===== src/rtl/kp_lock_pkg.sv =====
`timescale 1ns/1ps
package kp_lock_pkg;
  parameter int KP_COLS = 3;
  parameter int KP_ROWS = 4;
  parameter int DIGIT_W = 4;
  localparam logic [DIGIT_W-1:0] NO_DIGIT = '1;

  typedef struct packed {
    logic               released;
    logic               valid;
    logic [DIGIT_W-1:0] digit;
  } key_t;
endpackage


===== src/rtl/kp_key_decode.sv =====
`timescale 1ns/1ps
module kp_key_decode
  import kp_lock_pkg::*;
#(
  parameter int COLS = KP_COLS,
  parameter int ROWS = KP_ROWS
) (
  input  logic [COLS-1:0] col_i,
  input  logic [ROWS-1:0] row_i,
  output key_t            key_o
);
  localparam int CI_W     = $clog2(COLS);
  localparam int RI_W     = $clog2(ROWS);
  localparam int ZERO_COL = COLS / 2;

  logic [CI_W-1:0] col_idx;
  logic [RI_W-1:0] row_idx;

  always_comb begin
    col_idx = '0;
    row_idx = '0;
    for (int i = 0; i < COLS; i++)
      if (col_i[i]) col_idx = CI_W'(i);
    for (int j = 0; j < ROWS; j++)
      if (row_i[j]) row_idx = RI_W'(j);
  end

  always_comb begin
    key_o.released = (col_i == '0) && (row_i == '0);
    key_o.valid    = $onehot(col_i) && $onehot(row_i);
    if (int'(row_idx) < ROWS - 1)
      key_o.digit = DIGIT_W'(int'(row_idx) * COLS + int'(col_idx) + 1);
    else if (int'(col_idx) == ZERO_COL)
      key_o.digit = '0;
    else
      key_o.digit = NO_DIGIT;
  end
endmodule


===== src/rtl/kp_seq_next.sv =====
`timescale 1ns/1ps
module kp_seq_next
  import kp_lock_pkg::*;
#(
  parameter int                       DIGITS  = 4,
  parameter int                       STATE_W = 5,
  parameter logic [DIGIT_W*DIGITS-1:0] CODE   = 16'h4702
) (
  input  logic [STATE_W-1:0] state_i,
  input  key_t               key_i,
  output logic [STATE_W-1:0] next_o
);
  localparam int                 IDX_W     = (DIGITS > 1) ? $clog2(DIGITS) : 1;
  localparam logic [STATE_W-1:0] OPEN_BASE = STATE_W'(2 * DIGITS);
  localparam logic [STATE_W-1:0] LAST      = '1;

  logic [DIGIT_W-1:0] exp_digit [DIGITS];

  generate
    for (genvar g = 0; g < DIGITS; g++) begin : g_code
      assign exp_digit[g] = CODE[DIGIT_W*(DIGITS-1-g) +: DIGIT_W];
    end
  endgenerate

  logic [IDX_W-1:0] idx;
  logic             hit;
  logic             pressed_state;
  logic             in_open;

  assign idx           = state_i[IDX_W:1];
  assign in_open       = (state_i >= OPEN_BASE);
  assign pressed_state = state_i[0];
  assign hit           = key_i.valid && !in_open && (key_i.digit == exp_digit[idx]);

  always_comb begin
    next_o = '0;
    if (in_open) begin
      next_o = (state_i == LAST) ? '0 : state_i + 1'b1;
    end else if (pressed_state) begin
      if (key_i.released)  next_o = state_i + 1'b1;
      else if (hit)        next_o = state_i;
      else                 next_o = '0;
    end else begin
      if (hit)                  next_o = state_i + 1'b1;
      else if (key_i.released)  next_o = state_i;
      else                      next_o = '0;
    end
  end
endmodule


===== src/rtl/kp_state_reg.sv =====
`timescale 1ns/1ps
module kp_state_reg #(
  parameter int STATE_W = 5,
  parameter int DIGITS  = 4
) (
  input  logic               clk,
  input  logic               rst,
  input  logic [STATE_W-1:0] next_i,
  output logic [STATE_W-1:0] state_o,
  output logic               unlock_o
);
  localparam logic [STATE_W-1:0] OPEN_BASE = STATE_W'(2 * DIGITS);

  always_ff @(posedge clk) begin
    if (rst) begin
      state_o  <= '0;
      unlock_o <= 1'b0;
    end else begin
      state_o  <= next_i;
      unlock_o <= (next_i >= OPEN_BASE);
    end
  end
endmodule


===== src/rtl/keypad_seq_lock.sv =====
`timescale 1ns/1ps
module keypad_seq_lock
  import kp_lock_pkg::*;
#(
  parameter int                        DIGITS  = 4,
  parameter int                        STATE_W = 5,
  parameter logic [DIGIT_W*DIGITS-1:0] CODE    = 16'h4702
) (
  input  logic               clk,
  input  logic               rst,
  input  logic [KP_COLS-1:0] col_i,
  input  logic [KP_ROWS-1:0] row_i,
  output logic               unlock_o,
  output logic [STATE_W-1:0] state_o
);
  initial begin
    if (2 * DIGITS >= (1 << STATE_W) - 1)
      $error("state space too small for code length");
  end

  key_t               key;
  logic [STATE_W-1:0] next_state;

  kp_key_decode #(.COLS(KP_COLS), .ROWS(KP_ROWS)) u_decode (
    .col_i (col_i),
    .row_i (row_i),
    .key_o (key)
  );

  kp_seq_next #(.DIGITS(DIGITS), .STATE_W(STATE_W), .CODE(CODE)) u_next (
    .state_i (state_o),
    .key_i   (key),
    .next_o  (next_state)
  );

  kp_state_reg #(.STATE_W(STATE_W), .DIGITS(DIGITS)) u_reg (
    .clk      (clk),
    .rst      (rst),
    .next_i   (next_state),
    .state_o  (state_o),
    .unlock_o (unlock_o)
  );
endmodule


===== config.mk =====
export PLATFORM = sky130hd
export DESIGN_NAME = keypad_seq_lock
export DESIGN_NICKNAME = d
export VERILOG_FILES = /design/src/rtl/kp_lock_pkg.sv /design/src/rtl/kp_key_decode.sv /design/src/rtl/kp_seq_next.sv /design/src/rtl/kp_state_reg.sv /design/src/rtl/keypad_seq_lock.sv
export SDC_FILE = /design/constraint.sdc
export NUM_CORES = 1
export LEC_CHECK = 0
export CAP_MARGIN = 10
export CORE_ASPECT_RATIO = 1.4
export CORE_MARGIN = 2
export CORE_UTILIZATION = 40
export CTS_BUF_LIST = sky130_fd_sc_hd__clkbuf_2 sky130_fd_sc_hd__clkbuf_4 sky130_fd_sc_hd__clkbuf_8
export DETAILED_ROUTE_END_ITERATION = 10
export GPL_TIMING_DRIVEN = 0
export PLACE_DENSITY = 0.65
export SYNTH_ARGS = -nofsm -noshare
export SYNTH_HDL_FRONTEND = slang
export SYNTH_SLANG_ARGS = --single-unit
export TNS_END_PERCENT = 1

===== constraint.sdc =====
create_clock -name clk -period 2.93 [get_ports clk]
set_clock_uncertainty 0.1 [all_clocks]
set_input_delay 0.293 -clock clk [delete_from_list [all_inputs] [get_ports clk]]
set_output_delay 0.293 -clock clk [all_outputs]
set_load 0.05 [all_outputs]

# Word level (Yosys, flattened, before mapping)
# Index checks and enable logic that the tools add are counted.
# classes
add_sub_neg,8
n_mul,1
div,0
order_cmp,4
eq_ne,5
shifts,0
muxes,17
bitwise_logic,1
n_reduce_logical,7
# op_table
op,n
two-way mux 5 bit,7
two-way mux 4 bit,4
>= comparator 5 x 4 -> 1 bit (second input constant),2
binary-select mux 4 bit (select 2 bit),1
adder 1 x 1 -> 2 bit,3
two-way mux 2 bit,3
adder 5 x 1 -> 5 bit (second input constant),1
equality test 5 bit (second input constant),1
adder 4 x 2 -> 4 bit (second input constant),1
adder 4 x 3 -> 4 bit,1
equality test 4 bit,1
logical AND 1 bit,4
logical NOT 4 bit,1
multiplier 2 x 2 -> 4 bit (second input constant),1
adder 3 bit,1
equality test 3 x 1 -> 1 bit (second input constant),1
>= comparator 3 bit (second input constant),1
logical NOT 3 bit,1
inverter 2 -> 3 bit,1
adder 2 x 1 -> 2 bit,1
equality test 2 x 1 -> 1 bit (second input constant),1
equality test 2 bit (second input constant),1
< comparator 2 bit (second input constant),1
two-way mux 1 bit,2
logical NOT 1 bit,1
# word_totals
regBits,6
latch_bits,0
ramBits,0
rom_bits,0
inputBits,9
mem_count,0

# Depth between registers and ports, before layout
# Gate-level depths: netlist (run 1).
# depth
ltp_word,14
depth_mapped,11
ltp_nobuf,11

# Hierarchy
# Synthesis (run 1) repeated with hierarchy kept, for this count alone.
# hier_totals
hier_cells,99
area_unflattened_um2,844.6
# modules_own_cells
module,instances,cells_per_inst,area_each_um2,seq_area_each_um2
kp_seq_next,1,51,359.1,0.0
kp_key_decode,1,36,311.5,0.0
kp_state_reg,1,12,173.9,120.1

# Least setup slack after synthesis (run 1)
# OpenSTA, ideal clock, no wires.
# synth_path
path_type,input port to flip-flop
startpoint,input port row_i[1]
endpoint,register u_reg.state_o[2]
setup_time_ps,127
arrival_ps,2633
t_required_ps,2703
slack_ps,70
cell_stages,10
path_buffers,0
path_cell_list,inv_1 -> o21ai_0 -> inv_1 -> fa_1 -> fa_1 -> or3b_1 -> a21oi_2 -> a2111o_1 -> nor3_1 -> or3_1
# synth_between
elab_chain_len,13
word_cells_on_any_way,23
classes_between,add/sub (4); mul (1); order compare (1); eq/ne (2); mux (10); reduce/logical (5)
# synth_lines
element,line_no,rtl
"start, declared",keypad_seq_lock.sv:12,"input logic [KP_ROWS-1:0] row_i,"
two-way mux 1 bit,kp_key_decode.sv:25,if (row_i[j]) row_idx = RI_W'(j);
two-way mux 2 bit (2 in a row),kp_key_decode.sv:25,
multiplier 2 x 2 -> 4 bit,kp_key_decode.sv:32,key_o.digit = DIGIT_W'(int'(row_idx) * COLS + int'(col_idx) + 1);
adder 4 x 3 -> 4 bit,kp_key_decode.sv:32,
adder 4 x 2 -> 4 bit,kp_key_decode.sv:32,
two-way mux 4 bit,kp_key_decode.sv:31,if (int'(row_idx) < ROWS - 1)
equality test 4 bit,kp_seq_next.sv:33,assign hit = key_i.valid && !in_open && (key_i.digit == exp_digit[idx]);
logical AND 1 bit,kp_seq_next.sv:33,
two-way mux 5 bit,kp_seq_next.sv:41,else if (hit) next_o = state_i;
two-way mux 5 bit,kp_seq_next.sv:40,if (key_i.released) next_o = state_i + 1'b1;
two-way mux 5 bit (*),kp_seq_next.sv:39,end else if (pressed_state) begin
two-way mux 5 bit (*),kp_seq_next.sv:37,if (in_open) begin
"end signal, assigned",kp_state_reg.sv:19,state_o <= next_i;
"end, declared",kp_state_reg.sv:9,"output logic [STATE_W-1:0] state_o,"
# Mark *: on every way between the ends. The rest lies on a longest branch, timed or not.
# A chain may end at the register's enable or synchronous reset.

# Final worst setup path (run 1)
# layout_path
startpoint,input port row_i[1]
endpoint,register u_reg.state_o[1]
# Same word-level chain as after synthesis.

==> results of run 1 <==
==> metrics by stage <==
step                util (%)  area [sq um]   TNS (ns)
floorplan                  -         828.3          0
global placement       50.51         984.7     -3.506
detailed placement     50.51         984.7     -3.519
CTS                    56.42          1100          0
global route           58.15          1134  -0.006464
finish                 58.15          1134          0
==> cells in the mapped netlist (2+ instances only) <==
cell type / instances / area (sq um)
fa_1: 4 / 80.08
nand2_1: 5 / 18.77
ha_1: 12 / 150.1
inv_1: 14 / 52.55
o21ai_0: 3 / 15.01
a21oi_1: 7 / 35.03
nor4b_1: 2 / 17.52
a21o_1: 2 / 15.01
dfxtp_1: 6 / 120.1
nand3_1: 5 / 25.02
nor2_1: 8 / 30.03
nand2b_1: 3 / 18.77
nor3_1: 4 / 20.02
==> state kept, by name, indices dropped and copies added (netlist names) <==
| name | count |
|---|---|
| u_reg.unlock_o | 1 |
| u_reg.state_o | 5 |
==> power by group <==
| group | internal [uW] | leakage [uW] | switching [uW] |
|---|---|---|---|
| combinational | 62.7 | 0.000444 | 61.9 |
| clock | 46.3 | 0.0000138 | 28.8 |
| sequential | 82.1 | 0.0000483 | 0.132 |
| total | 191 | 0.000506 | 90.8 |
==> cell usage in the layout (no fill, tap or decap), drive strengths merged, types with 4 or more instances in the layout <==
cell type	Yosys	routed
inv	15	15
ha	12	12
buf	2	10
nor2	8	8
clkdlybuf4s50	0	8
a21oi	8	8
dfxtp	6	6
clkbuf	1	6
nand3	5	5
nand2	5	5
nor3	4	4
fa	4	4
o21ai	4	4
==> path summary, 6_finish.rpt <==
check | start | slack, ns | depth (start not counted) | to
setup / recovery | row_i[1] | 0.13 | 11 | u_reg.state_o[1]
hold / removal | rst | 0.22 | 2 | u_reg.state_o[3]
setup reg to reg | u_reg.state_o[1] | 0.86 | 7 | u_reg.state_o[2]
hold reg to reg | u_reg.state_o[0] | 0.63 | 3 | u_reg.state_o[0]
==> metal layers <==
layer / routed length, microns / part of all wire [%]
met1: 792 / 40
met2: 1087 / 55
met3: 57 / 2.9
met4: 38 / 1.9
met5: 0 / 0
==> layout make-up <==
cell class | count | share of cell area (%)
multi-input combinational | 78 | 62.03
buffer | 3 | 2.318
tap | 21 | 2.318
clock buffer | 3 | 1.987
inverter | 15 | 4.967
sequential | 6 | 10.60
timing repair buffer | 20 | 15.78
==> kinds of logic after synthesis <==
group                      count (synthesis)  share of synthesized area, %
and+or+nand+nor                           37                         25.38
AOI/OAI and AO/OA                         23                         20.24
adders and majority gates                 16                         27.79
buffers and inverters                     18                         9.969
DFF                                        6                         14.50
xor gates and xnor gates                   2                         2.115
==> what timing repair did <==
action | CTS | global route
setup endpoints to repair | 5 | 3
setup buffers | 4 | 3
pin swaps | 11 | 13
resized for setup | 15 | 16
==> qor.yml, run 1 <==
max_stage_delay_ns: 0.61
numCtsBuffers: 3
hpwl_mm: 1.400
cpMaxStageDelayCell: "fa_1"
max_freq_mhz: 357.6
die_y_microns: 57.85
num_rows: 19
hold_path.class: "in -> reg"
cp-start-kind: "primary input"
antenna_left: 0
relSlewSlack_pct: 66.29
hold-worst-slack_ns: 0.2150
syn-num-nets: 127
status: "finished, final reports clean"
num-nets-final: 152
via_count: 801
yosys_most_used_dff: "dfxtp_1"
place.gp.congestion: 0.8111
path_class: "in -> reg"
synth_edf_count: 0
drt-initial-drc-count: 13
worstPathCellList: "buf_6 -> inv_2 -> o21ai_2 -> inv_2 -> fa_1 -> fa_2 -> nand2_1 -> nand4_1 -> a2111o_1 -> nor4b_2 -> a211o_1"
dp_cells: 136
final_cells: 146
yosys_register_bits: 6
coreArea_sq_um: 1949
drive_above_1_share_pct: 29.60
layout.area.seq_sq_um: 120.1
fin_crit_sh_pct: 95.45
drc: 0
grt_pass1_vias: 813
total_power_uw: 281.8
synthArstFlopShare_pct: 0
p_leak_uw: 0.0005061
ys_warn_count: 0
drv_slew: 0
initial_core_util_pct: 42.49
fin_crit_ns: 2.797
power.density_nw_per_um2: 248.6
crit_path_max_fanout: 3
multi_input_area_sq_um: 703.2
worstSetupEndpointType: "register"
grtUsageTotal_pct: 18.49
preCtsSetupSlack_ns: -0.7844
routed_wl_mm: 1.974
port_buffers: 13
first_pass_iters: 4
cts_tree: "yes"
worst_slew_pin_slew_ns: 0.5040
worstPathRequired_ns: 3.02
use_met2_pct: 33.19
cts.htree.levels: 1
postCtsHoldBufs: 0
top_usage_layer: "met2"
clock_latency_ns: 0.24
ir_drop_uv: 205.5
clock-root-buffer: "clkbuf_4"
grt.met3_usage_pct: 2.492
drv_cap: 0
synth.distinct_cells: 40
crit_family: "adder cells"
syn_avg_cell_area_sq_um: 8.121
postSynthCellCount: 102
die-width_microns: 42.46
grt_max_degree: 11
grt_pass1_wl_mm: 3.450
n_fill_cell: 196
fin_ws_ns: 0.1333
crit_arrival_ns: 2.88
die_area_sq_um: 2456
overflow: 0
ys_seq_area_share_pct: 14.50
io_pins: 15
finalSetupViolations: 0
cts.clk_slew.worst_paths_ns: 0.05
via_per_inst: 5.486
critPathMostFrequentCell: "inv_2"
syn_area_sq_um: 828.3
critical_path_buf_inv_count: 3
finalHoldViolCount: 0
clkSinkCount: 6
met1_usage_pct: 20.08
wl_per_cell_microns: 13.52
area_growth_pct: 36.86
grt_antenna_before_repair: 0
cts_buffer_depth: 2
diodes: 0
Note: power is estimated with default switching activity, not from simulation.
==> inputs of run 2 (changes only) <==
--- a/config.mk
+++ b/config.mk
@@ -5,7 +5,7 @@
 export SDC_FILE = /design/constraint.sdc
 export NUM_CORES = 1
 export LEC_CHECK = 0
-export CAP_MARGIN = 10
+export CAP_MARGIN = 15
 export CORE_ASPECT_RATIO = 1.4
 export CORE_MARGIN = 2
 export CORE_UTILIZATION = 40
==> results of run 2 <==
The final DEF is identical to that of run 1; final timing and power are the same.
